File: src/rtl/spi_wr_pkg.sv
package spi_wr_pkg;
  localparam int ADDR_W  = 16;
  localparam int DATA_W  = 16;
  localparam int FRAME_W = ADDR_W + DATA_W;
  localparam int CNT_W   = $clog2(FRAME_W + 1);

  typedef logic [FRAME_W-1:0] frame_t;
  typedef logic [CNT_W-1:0]   bitcnt_t;

  // Upper part of the frame is the address (received first).
  function automatic logic [ADDR_W-1:0] frame_addr(input frame_t f);
    return f[FRAME_W-1 -: ADDR_W];
  endfunction

  // Lower part of the frame is the value (received last).
  function automatic logic [DATA_W-1:0] frame_value(input frame_t f);
    return f[DATA_W-1:0];
  endfunction

  // Count received bits, stopping at one full frame.
  function automatic bitcnt_t count_step(input bitcnt_t c);
    if (c == bitcnt_t'(FRAME_W)) return c;
    return c + bitcnt_t'(1);
  endfunction

  // New frame after one more serial bit; oldest bit falls off the top.
  function automatic frame_t frame_push(input frame_t f, input logic b);
    return {f[FRAME_W-2:0], b};
  endfunction
endpackage

File: src/rtl/spi_wr_sync.sv
module spi_wr_sync #(
  parameter int               WIDTH   = 1,
  parameter int               STAGES  = 2,
  parameter logic [WIDTH-1:0] RST_VAL = '0
) (
  input  logic             clk,
  input  logic             rst_n,
  input  logic [WIDTH-1:0] d,
  output logic [WIDTH-1:0] q
);
  logic [WIDTH-1:0] stg [STAGES];

  always_ff @(posedge clk or negedge rst_n) begin
    if (!rst_n) begin
      for (int i = 0; i < STAGES; i++) stg[i] <= RST_VAL;
    end else begin
      stg[0] <= d;
      for (int i = 1; i < STAGES; i++) stg[i] <= stg[i-1];
    end
  end

  assign q = stg[STAGES-1];
endmodule

File: src/rtl/spi_wr_edge.sv
module spi_wr_edge #(
  parameter logic RST_VAL = 1'b0
) (
  input  logic clk,
  input  logic rst_n,
  input  logic lvl,
  output logic rise,
  output logic fall
);
  logic prev;

  always_ff @(posedge clk or negedge rst_n) begin
    if (!rst_n) prev <= RST_VAL;
    else        prev <= lvl;
  end

  assign rise = lvl & ~prev;
  assign fall = ~lvl & prev;
endmodule

File: src/rtl/spi_wr_shifter.sv
module spi_wr_shifter
  import spi_wr_pkg::*;
(
  input  logic    clk,
  input  logic    rst_n,
  input  logic    clear,
  input  logic    shift_en,
  input  logic    din,
  output frame_t  frame,
  output bitcnt_t bit_cnt,
  output logic    full
);
  always_ff @(posedge clk or negedge rst_n) begin
    if (!rst_n) begin
      frame   <= '0;
      bit_cnt <= '0;
    end else if (clear) begin
      bit_cnt <= '0;
    end else if (shift_en) begin
      frame   <= frame_push(frame, din);
      bit_cnt <= count_step(bit_cnt);
    end
  end

  assign full = (bit_cnt == bitcnt_t'(FRAME_W));
endmodule

File: src/rtl/spi_wr_loader.sv
module spi_wr_loader
  import spi_wr_pkg::*;
#(
  parameter int SYNC_STAGES = 2
) (
  input  logic              clk,
  input  logic              rst_n,
  input  logic              ss_n,
  input  logic              sclk,
  input  logic              mosi,
  output logic [ADDR_W-1:0] reg_addr,
  output logic [DATA_W-1:0] reg_data,
  output logic              reg_we
);
  logic [2:0] pins_s;
  logic       ss_act;
  logic       sel_edge;
  logic       desel_edge;
  logic       sclk_rise;
  logic       sclk_fall;
  logic       shift_en;
  frame_t     frame;
  bitcnt_t    bit_cnt;
  logic       frame_full;
  logic       commit;

  // ss_n idles high; sclk and mosi idle low.
  spi_wr_sync #(.WIDTH(3), .STAGES(SYNC_STAGES), .RST_VAL(3'b100)) u_sync (
    .clk(clk), .rst_n(rst_n), .d({ss_n, sclk, mosi}), .q(pins_s)
  );

  assign ss_act = ~pins_s[2];

  spi_wr_edge #(.RST_VAL(1'b0)) u_ss_edge (
    .clk(clk), .rst_n(rst_n), .lvl(ss_act), .rise(sel_edge), .fall(desel_edge)
  );

  spi_wr_edge #(.RST_VAL(1'b0)) u_sclk_edge (
    .clk(clk), .rst_n(rst_n), .lvl(pins_s[1]), .rise(sclk_rise), .fall(sclk_fall)
  );

  assign shift_en = sclk_rise & ss_act;

  spi_wr_shifter u_shift (
    .clk(clk), .rst_n(rst_n), .clear(sel_edge), .shift_en(shift_en),
    .din(pins_s[0]), .frame(frame), .bit_cnt(bit_cnt), .full(frame_full)
  );

  assign commit = desel_edge & frame_full;

  always_ff @(posedge clk or negedge rst_n) begin
    if (!rst_n) begin
      reg_we   <= 1'b0;
      reg_addr <= '0;
      reg_data <= '0;
    end else begin
      reg_we <= commit;
      if (commit) begin
        reg_addr <= frame_addr(frame);
        reg_data <= frame_value(frame);
      end
    end
  end

  logic unused_fall;
  assign unused_fall = sclk_fall;
endmodule

File: config.mk
export PLATFORM = sky130hd
export DESIGN_NAME = spi_wr_loader
export DESIGN_NICKNAME = d
export VERILOG_FILES = /design/src/rtl/spi_wr_pkg.sv /design/src/rtl/spi_wr_sync.sv /design/src/rtl/spi_wr_edge.sv /design/src/rtl/spi_wr_shifter.sv /design/src/rtl/spi_wr_loader.sv
export SDC_FILE = /design/constraint.sdc
export NUM_CORES = 1
export LEC_CHECK = 0
export ABC_AREA = 1
export BUFFER_PORTS_ARGS = -buffer_cell sky130_fd_sc_hd__buf_2
export CORE_MARGIN = 3
export CORE_UTILIZATION = 55
export CTS_CLUSTER_DIAMETER = 40
export CTS_CLUSTER_SIZE = 40
export DETAILED_ROUTE_END_ITERATION = 6
export PLACE_DENSITY = 0.78
export SETUP_SLACK_MARGIN = 0.5
export SYNTH_ARGS = -nofsm -noshare
export SYNTH_HDL_FRONTEND = slang
export SYNTH_SLANG_ARGS = --single-unit
File: constraint.sdc
create_clock -name clk -period 3.1 [get_ports clk]
set_clock_uncertainty 0.05 [all_clocks]
set_input_delay 0.155 -clock clk [delete_from_list [all_inputs] [get_ports clk]]
set_output_delay 0.155 -clock clk [all_outputs]
set_load 0.02 [all_outputs]
==> results of run 1 <==
-- logic make-up (layout without fill, tap and decap cells) --
group	after synthesis	count (layout)	share of synthesized area [%]
xor gates and xnor gates	2	2	0.549
adders and majority gates	2	2	0.784
AOI/OAI and AO/OA	64	64	13.8
buffers and inverters	53	99	7.80
and+or+nand+nor	103	103	15.1
DFF	79	79	62.0
-- worst max path at each step --
| stage | to | cells after the start | start | slack [ps] |
|---|---|---|---|---|
| finish | reg_addr[15] | 9 | u_shift.bit_cnt[0] | 1020 |
| global route | u_shift.frame[31] | 4 | u_sync.q[1] | 780 |
| CTS | reg_addr[15] | 9 | u_shift.bit_cnt[0] | 1000 |
| detailed placement | reg_addr[15] | 9 | u_shift.bit_cnt[0] | 1070 |
| global placement | reg_addr[15] | 9 | u_shift.bit_cnt[0] | 1180 |
| floorplan | reg_addr[0] | 8 | u_shift.bit_cnt[0] | 1650 |
-- placed cells by master (no fill, tap or decap), types with 2 or more instances in the layout --
master and n:
nand2_1 70, o21ai_0 31, inv_2 2, nand2_2 14
ha_1 2, xor2_1 2, dfstp_2 2, nand3_2 2
clkbuf_1 2, nand3_1 7, o21ai_2 31, nor2_4 2
nor2_1 4, inv_1 39, dfrtp_1 77, dlygate4sd3_1 4
clkinv_2 3, buf_4 2, buf_2 36, clkbuf_8 10
-- power groups by stage --
stage,registers (mW),logic [mW],clock network [mW]
after floorplan,1.09,0.0442,0
after global placement,1.09,0.0723,0
after detailed placement,1.09,0.0766,0
after CTS,1.07,0.0805,0.753
after global routing,1.08,0.0945,0.788
final,1.07,0.0781,0.731
-- critical path, stage by stage (launching register included) --
cell and delay [ps]:
dfrtp_1 400, inv_1 90, ha_1 220, nand3_2 100, nor2_4 50, nand3_4 50
buf_4 640, inv_1 160, nand2_1 110, nand2_1 50
-- state kept, by name, indices dropped and copies added, names as in the netlist --
signal and count:
u_sync.stg 3, reg_addr 16, u_ss_edge.prev 1, u_shift.bit_cnt 6, reg_we 1, u_sync.q 3
u_shift.frame 32, reg_data 16, u_sclk_edge.prev 1
-- Yosys cell counts --
| master | count |
|---|---|
| nand2_1 | 70 |
| nor2_1 | 4 |
| nand2_2 | 14 |
| o21ai_0 | 31 |
| nor2_4 | 2 |
| nand3_4 | 1 |
| ha_1 | 2 |
| dfstp_2 | 2 |
| o21bai_1 | 1 |
| nand3_1 | 7 |
| nand3_2 | 2 |
| dfrtp_1 | 77 |
| nand3b_1 | 1 |
| xor2_1 | 2 |
| clkbuf_2 | 1 |
| o21ai_2 | 31 |
| clkbuf_1 | 2 |
| buf_2 | 3 |
| a21oi_1 | 1 |
| inv_2 | 2 |
| nor2_2 | 1 |
| buf_6 | 6 |
| inv_1 | 39 |
| nand4_1 | 1 |
-- area by class of cell --
cell class                      count  area (sq um)
Tap cell                           72          90.1
Fill cell                         446          1960
Multi-Input combinational cell    171           962
Sequential cell                    79          1980
Clock inverter                      4          45.0
Clock buffer                       12           145
Inverter                           41           154
Timing Repair Buffer               42           235
-- per-layer routing --
metal | part of all wire [%] | wire length [um]
met5 | 0 | 0
met4 | 2.3 | 119
met3 | 4.9 | 251
met2 | 48 | 2470
met1 | 45 | 2290
-- timing repair --
item                                   4_1_cts  5_1_grt
buffers inserted                             0        0
hold buffers                                 4        0
endpoints found under the hold margin       80        0
resized for setup                            0        0
-- stage by stage --
step	instances	power (mW)	utilization [%]	setup slack, ps
2_1_floorplan	303	1.13	-	1650
3_3_place_gp	401	1.16	60.7	1180
3_5_place_dp	401	1.17	60.7	1070
4_1_cts	421	1.91	64.8	996
5_1_grt	421	1.96	64.8	784
6_report	421	1.88	64.8	1020
==> flow_summary.toml, run 1 <==
[status]
status = "complete, no violations"

[clock_tree]
cts_tree = "built"
clk_pin_slew_worst_paths_ps = 70
numCtsBuffers = 9
insertion_delay_ps = 340
htree_levels = 3
clockBufferDepth = 2
cts_root_buffer = "clkbuf_8"
clock-sinks = 79

[power_and_ir_drop]
seqPwrFrac_pct = 57.0
share_comb_of_total_power_pct = 4.1
p_per_area_nw_per_um2 = 521
clock_power_share_pct = 38.9
power.internal_mw = 1.47
p_sw_mw = 0.412
switching_share_pct = 21.9
p_leak_nw = 1.76
vdd.ir_drop.worst_v = 0.000424

[placed_design]
hpwlAfterDp_um = 3180
port_buffers = 37
placed_cell_area_sq_um = 3380
place.gp.congestion = 0.749

[floorplan]
die_height_um = 82.2
fp.dieW_um = 82.2
pin_count = 38
die-area_sq_um = 6750
fp-row-count = 27
coreArea_sq_um = 5570
initial_utilization_pct = 57.2

[global_routing]
busiest_layer = "met2"
grt_pass1_wl_um = 8740
grt_usage_pct = 17.5
grt_antenna_before_repair = 0
use_met3_pct = 4.23
grtUsageMet1_pct = 20.9
grt_pass1_vias = 1974
grt_max_degree = 80
grt.overflow.total = 0
grtUsageMet2_pct = 28.7

[routing]
postRouteAntennaNets = 0
drt_drc_violations_left = 0
detail_route.first_pass.iterations = 4
wl_per_cell_um = 12.2
via_count = 2023
dr.first_iter.drc_count = 122
viasPerCell = 4.81
totalWireLength_um = 5130

[worst_setup_path]
worst-endpoint-required_ps = 3290
rr_startpoint = "u_shift.bit_cnt[0]"
crit_type = "reg -> reg"
reg2reg_depth = 9
worst_setup_path_start_kind = "flop"
cp_max_fo = 64
timing.rr.end = "reg_addr[15]"
regToRegSetupSlack_ps = 1020
crit_arrival_ps = 2260
critPathCaptureType = "flop"

[timing]
fin_hold_ws_ps = 300
slew_viol_final = 0
fin_crit_ps = 2080
max_freq_mhz = 482
timing_hold_violations_final = 0
relSlewSlack_pct = 33.1
worst_pin_slew_ps = 1000
min_period_over_period_pct = 67.0
rsz0062_at_grt = "no"
finalSetupViolations = 0
setup_tns_ps = 0

[synth]
yosysWarnings = 0
synth.top_cell.area_share_pct = 60.4
syn_area_sq_um = 3190
synth_cell_types = 24
syn_inst = 303
seq_area_frac_synth_pct = 62.0
synth_seq_cells = 79
synth_fp_nets = 310
syn_area_per_cell_sq_um = 10.5
synth_area_leaders = "dfrtp_1 (60%), o21ai_2 (8.5%), nand2_1 (8.2%)"
synth_top_area_cell = "dfrtp_1"

[min_path]
min_path_cells = 0
hp-start = "u_sync.stg[3]"
holdCritPathClass = "reg -> reg"
hold-path-endpoint = "u_sync.q[0]"

[final_layout]
antennaDiodeCount = 0
finalNetCount = 351
design_area_sq_um = 3610
syn_to_final_growth_pct = 13.2
drive_above_1_share_pct = 30.7

[flow_run]
maxCapViolations = 0
(Power assumes the default switching activity.)
==> run 2, diff against run 1 <==
- ABC_AREA: 1 -> 0
- clock period: 3.1 -> 1.95 ns (I/O delays scaled with it)
==> flow_summary.toml, run 2 <==
[synth]
muxShareOfSynthArea_pct = 24.4
yosysWarnings = 0
seq_area_frac_synth_pct = 66.1
synth_flop_cell = "dfrtp_1"
synth_top_area_cell = "dfrtp_1"
synth_xor_area_share_pct = 0
synth.most_common_cell = "dfrtp_1"
synth_seq_cells = 79
syn_area_per_cell_sq_um = 16.2
synth_common_cells = "dfrtp_1 (77), mux2_1 (64), nand2_1 (6)"
syn_area_sq_um = 3000
synth_cell_types = 25
synth.top_cell.area_share_pct = 64.3
synth_top_family_by_area = "multiplexers"
yosys.area_share.simple_pct = 4.26
ys_async_sr_fraction_pct = 100
synth_edf_count = 0
synth_compound_area_share_pct = 2.05
synth_fp_nets = 192
synth_area_leaders = "dfrtp_1 (64%), mux2_1 (24%), dfstp_2 (1.8%)"
synthAdderAreaFrac_pct = 0.835
syn_inst = 185

[routing]
wl_met2_um = 3890
wl_per_cell_um = 22.5
totalWireLength_um = 7510
route.met3.wl_um = 309
dr.first_iter.drc_count = 136
postRouteAntennaNets = 0
wl_met1_um = 3240
viasPerCell = 5.55
drt_drc_violations_left = 0
top_layer_used = "met4"
via_count = 1855
detail_route.first_pass.iterations = 4

[clock_tree]
clk_pin_slew_worst_paths_ps = 80
insertion_delay_ps = 350
clockBufferDepth = 2
numCtsBuffers = 9
clock-sinks = 79
cts_tree = "built"
cts_root_buffer = "clkbuf_8"
htree_levels = 3

[global_routing]
grt.overflow.total = 0
grt_pass1_vias = 2062
grt_antenna_before_repair = 0
grt_pass1_wl_um = 11000
grt_usage_pct = 23.4
grt_max_degree = 43

[worst_setup_path]
worst-endpoint-required_ps = 2130
cp-startpoint = "u_shift.bit_cnt[1]"
critPathCaptureType = "flop"
crit_type = "reg -> reg"
path_cells = "inv_2 > ha_4 > nand4bb_4 > nor3_4 > buf_6 > buf_16 > mux2_4"
slowest_delay_ps = 410
rr_startpoint = "u_shift.bit_cnt[1]"
crit_arrival_ps = 1930
worst_path_max_delay_cell = "dfrtp_1"
worst_setup_path_start_kind = "flop"
cp_max_fo = 8

[timing]
worst_pin_slew_ps = 547
slew_viol_final = 0
fin_crit_ps = 1750
rsz0062_at_grt = "yes"
max_freq_mhz = 572
finalSetupViolations = 0
setup_tns_ps = 0
fin_hold_ws_ps = 218
timing_hold_violations_final = 0
relSlewSlack_pct = 63.4
min_period_over_period_pct = 89.6

[power_and_ir_drop]
p_per_area_nw_per_um2 = 746
p_leak_nw = 2.11
p_sw_mw = 0.732
share_comb_of_total_power_pct = 7.4
power.internal_mw = 2.43
seqPwrFrac_pct = 55.2
switching_share_pct = 23.1
clock_power_share_pct = 37.4
vdd.ir_drop.worst_v = 0.000590

[floorplan]
die_height_um = 79.8
initial_utilization_pct = 57.9
fp-row-count = 26
coreArea_sq_um = 5170
pin_count = 38
die-area_sq_um = 6370
fp.dieW_um = 79.8

[final_layout]
layout_commonest_cell = "dfrtp_1"
reg_top3 = "u_shift.frame x32, reg_addr x16, reg_data x16"
largest_reg_flops = 32
antennaDiodeCount = 0
syn_to_final_growth_pct = 41.6
drive_above_1_share_pct = 61.4
finalNetCount = 268
final_cell_mix = "dfrtp_1 (76), mux2_4 (62), buf_2 (36)"
regMostFlops = "u_shift.frame"

[placed_design]
place.gp.congestion = 0.867
port_buffers = 37
hpwlAfterDp_um = 3410

[min_path]
holdCritPathClass = "in -> async"

[flow_run]
maxCapViolations = 0

[status]
status = "complete, no violations"
## run 2: cell count changes after synthesis, sizes merged, moves of 6 or more
| cell | delta |
|---|---|
| nand2 | -78 |
| mux2 | +64 |
| o21ai | -60 |
| nor2 | -6 |
| nand3 | -9 |
| inv | -38 |
## run 2: layer usage
layer | vias to the layer above | track usage, %
li1 | 803 | -
met1 | 979 | 30.0
met2 | 66 | 39.5
met3 | 7 | 5.53
met4 | 0 | 7.43
met5 | - | 0
## run 2: logic make-up (layout without fill, tap and decap cells)
logic type | Yosys count | after routing
flip-flops | 79 | 79
multiplexers | 65 | 65
AO/OA/AOI/OAI | 10 | 10
AND/OR/NAND/NOR | 19 | 19
adder cells (fa/ha/maj) | 2 | 2
buffers and inverters | 10 | 89
## run 2: final timing paths
path / depth (start not counted) / end / slack, ps
worst max-delay path: 7 / reg_data[10] / 200
worst min-delay path: 2 / u_shift.frame[0] / 220
worst max register to register: 7 / reg_data[10] / 200
worst min register to register: 0 / u_sync.q[1] / 300
max in group asynchronous: 3 / u_sync.q[2] / 990
min in group clk: 0 / u_sync.q[1] / 300
## run 2: what timing repair did
item | in CTS | in global routing
setup endpoints to repair | 69 | 71
pin swaps | 7 | 4
setup buffers | 11 | 8
hold endpoints to repair | 40 | 0
hold buffers | 4 | 0
gates cloned | 6 | 2
resized for setup | 28 | 12
## run 2: final cells by class
| class | count | area (sq um) |
|---|---|---|
| Clock buffer | 10 | 138 |
| Inverter | 3 | 11.3 |
| Clock inverter | 4 | 47.5 |
| Timing Repair Buffer | 72 | 718 |
| Multi-Input combinational cell | 96 | 1260 |
| Fill cell | 236 | 930 |
| Tap cell | 70 | 87.6 |
| Sequential cell | 79 | 1980 |
## run 2: worst max-delay path, delay by kind of cell (launching register included)
kind          cells  cell delay [ps]
fa+ha+maj         1              140
buf+inv           3              410
flops             1              410
mux               1              310
simple gates      2              300
## run 2: power by group through the flow
stage	clock network (mW)	registers (mW)	logic, mW
after floorplan	0	1.75	0.100
after global placement	0	1.76	0.142
after detailed placement	0	1.77	0.151
after CTS	1.17	1.74	0.211
after global routing	1.27	1.75	0.254
final	1.18	1.75	0.235
## run 2: per-stage QoR
stage	power (mW)	area, sq um	cells	utilization (%)	setup WS (ps)
2_1_floorplan	1.86	3230	185	-	219
3_3_place_gp	1.91	3480	289	67.3	219
3_5_place_dp	1.92	3480	289	67.3	123
4_1_cts	3.12	4080	324	78.8	163
5_1_grt	3.28	4240	334	82.0	148
6_report	3.17	4240	334	82.0	203
==> run 3, diff against run 2 <==
- CTS_CLUSTER_DIAMETER: 40 -> 60
- clock period: 1.95 -> 1.8 ns (I/O delays scaled with it)
==> flow_summary.toml, run 3 (same netlist as run 2, synthesis figures left out) <==
[clock_tree]
insertion_delay_ps = 360
clockBufferDepth = 2
cts_tree = "built"
clock-sinks = 79
clk_pin_slew_worst_paths_ps = 80
cts_root_buffer = "clkbuf_8"
numCtsBuffers = 9
htree_levels = 3

[timing]
min_period_over_period_pct = 101
worst_pin_slew_ps = 630
fin_crit_ps = 1820
timing_hold_violations_final = 0
relSlewSlack_pct = 57.8
fin_hold_ws_ps = 177
slew_viol_final = 0
fin_ws_ps = -17.6
finalSetupViolations = 12
max_freq_mhz = 550
rsz0062_at_grt = "yes"

[routing]
route.met3.wl_um = 238
wl_per_cell_um = 20.5
viasPerCell = 5.49
detail_route.first_pass.iterations = 4
via_count = 1898
wl_met2_um = 3450
wl_met1_um = 3160
drt_drc_violations_left = 0
dr.first_iter.drc_count = 75
postRouteAntennaNets = 0
totalWireLength_um = 7100
top_layer_used = "met4"

[final_layout]
reg_top3 = "u_shift.frame x32, reg_addr x16, reg_data x16"
layout_commonest_cell = "dfrtp_1"
regMostFlops = "u_shift.frame"
finalNonFillerCells = 346
antennaDiodeCount = 0
design_area_sq_um = 4430
largest_reg_flops = 32
syn_to_final_growth_pct = 47.7
drive_above_1_share_pct = 63.8
fillCellCount = 211
finalNetCount = 278
final_cell_mix = "dfrtp_1 (76), mux2_4 (61), buf_2 (36)"
postLayoutCoreUtil_pct = 85.6

[power_and_ir_drop]
p_leak_nw = 2.20
power.internal_mw = 3.06
seqPwrFrac_pct = 48.4
p_sw_mw = 0.841
switching_share_pct = 21.5
clock_power_share_pct = 44.3
share_comb_of_total_power_pct = 7.3
p_per_area_nw_per_um2 = 882
vdd.ir_drop.worst_v = 0.000798

[global_routing]
grt.overflow.total = 0
grt_pass1_wl_um = 10600
grt_usage_pct = 22.9
grt_antenna_before_repair = 0
grt_pass1_vias = 2025
grt_max_degree = 45

[worst_setup_path]
cp_max_fo = 8
crit_arrival_ps = 2010
worst_setup_path_start_kind = "flop"
regToRegSetupSlack_ps = -20
reg2reg_depth = 7
slowest_delay_ps = 410
rr_startpoint = "u_shift.bit_cnt[0]"
path_cells = "inv_2 > ha_4 > nand4bb_4 > nor3_4 > buf_6 > buf_16 > mux2_4"
worst-endpoint-required_ps = 2000
timing.rr.end = "reg_data[1]"
worst_path_max_delay_cell = "dfrtp_1"
crit_type = "reg -> reg"
critPathCaptureType = "flop"

[floorplan]
fp.dieW_um = 79.8
pin_count = 38
fp-row-count = 26
initial_utilization_pct = 57.9
coreArea_sq_um = 5170
die_height_um = 79.8
die-area_sq_um = 6370

[placed_design]
port_buffers = 37
pre_cts_slack_ps = 1.61
placed_cell_area_sq_um = 3530
hpwlAfterDp_um = 3410
place.gp.congestion = 0.862
dp.cells = 291

[flow_run]
maxCapViolations = 0

[status]
status = "complete, but fails checks"
violations = "setup timing"

[min_path]
holdCritPathClass = "in -> async"
-- run 3: changes by cell type in the layout (fill, tap and decap cells not counted), sizes merged --
cell and delta:
bufinv +3, buf +11, clkbuf -2
-- run 3: worst max path at each step --
stage                       startpoint      endpoint  slack, ps  depth (start not counted)
floorplan           u_shift.bit_cnt[0]   reg_addr[0]         70                          6
global placement    u_shift.bit_cnt[1]   reg_data[7]         70                          6
detailed placement  u_shift.bit_cnt[1]  reg_data[11]          2                          6
CTS                 u_shift.bit_cnt[1]   reg_data[5]         50                          7
global route        u_shift.bit_cnt[0]   reg_data[1]        -50                          7
finish              u_shift.bit_cnt[0]   reg_data[1]        -20                          7
-- run 3: through the flow --
step           total power, mW  setup TNS (ps)
5_1_grt                   4.03            -932
6_report                  3.91            -102
3_3_place_gp              2.08               0
2_1_floorplan             2.01               0
4_1_cts                   3.86               0
3_5_place_dp              2.10               0
-- run 3: worst max-delay path, delay by kind of cell (launching register included) --
kind                     cells  cell delay [ps]
adder cells (fa/ha/maj)      1              160
AND/OR/NAND/NOR              2              340
flip-flops                   1              410
buffers and inverters        3              420
multiplexers                 1              310
-- run 3: power groups by stage --
stage / Sequential [mW] / Combinational [mW] / Clock (mW)
global placement: 1.91 / 0.166 / 0
CTS: 1.88 / 0.238 / 1.73
detailed placement: 1.92 / 0.178 / 0
floorplan: 1.90 / 0.113 / 0
finish: 1.89 / 0.283 / 1.73
global route: 1.90 / 0.301 / 1.83
-- run 3: per-layer routing --
metal  track usage (%)  vias up
met1              30.4      992
met2              35.5       56
met5                 0        -
met4              12.3        0
li1                  -      827
met3              4.63       23
-- run 3: area by class of cell --
cell class,count,area (sq um),area share (%)
Clock buffer,9,124,2.80
Timing Repair Buffer,82,801,18.1
Clock inverter,7,145,3.28
Tap cell,70,87.6,1.98
Sequential cell,79,1980,44.7
Inverter,3,11.3,0.254
Multi-Input combinational cell,96,1280,28.9
-- run 3: what timing repair did --
item,in CTS,in global routing
buffers inserted,18,10
hold buffers,4,0
gates cloned,6,1
pin swaps,7,5
endpoints found under the hold margin,38,0
resized for setup,32,16
setup endpoints to repair,71,71
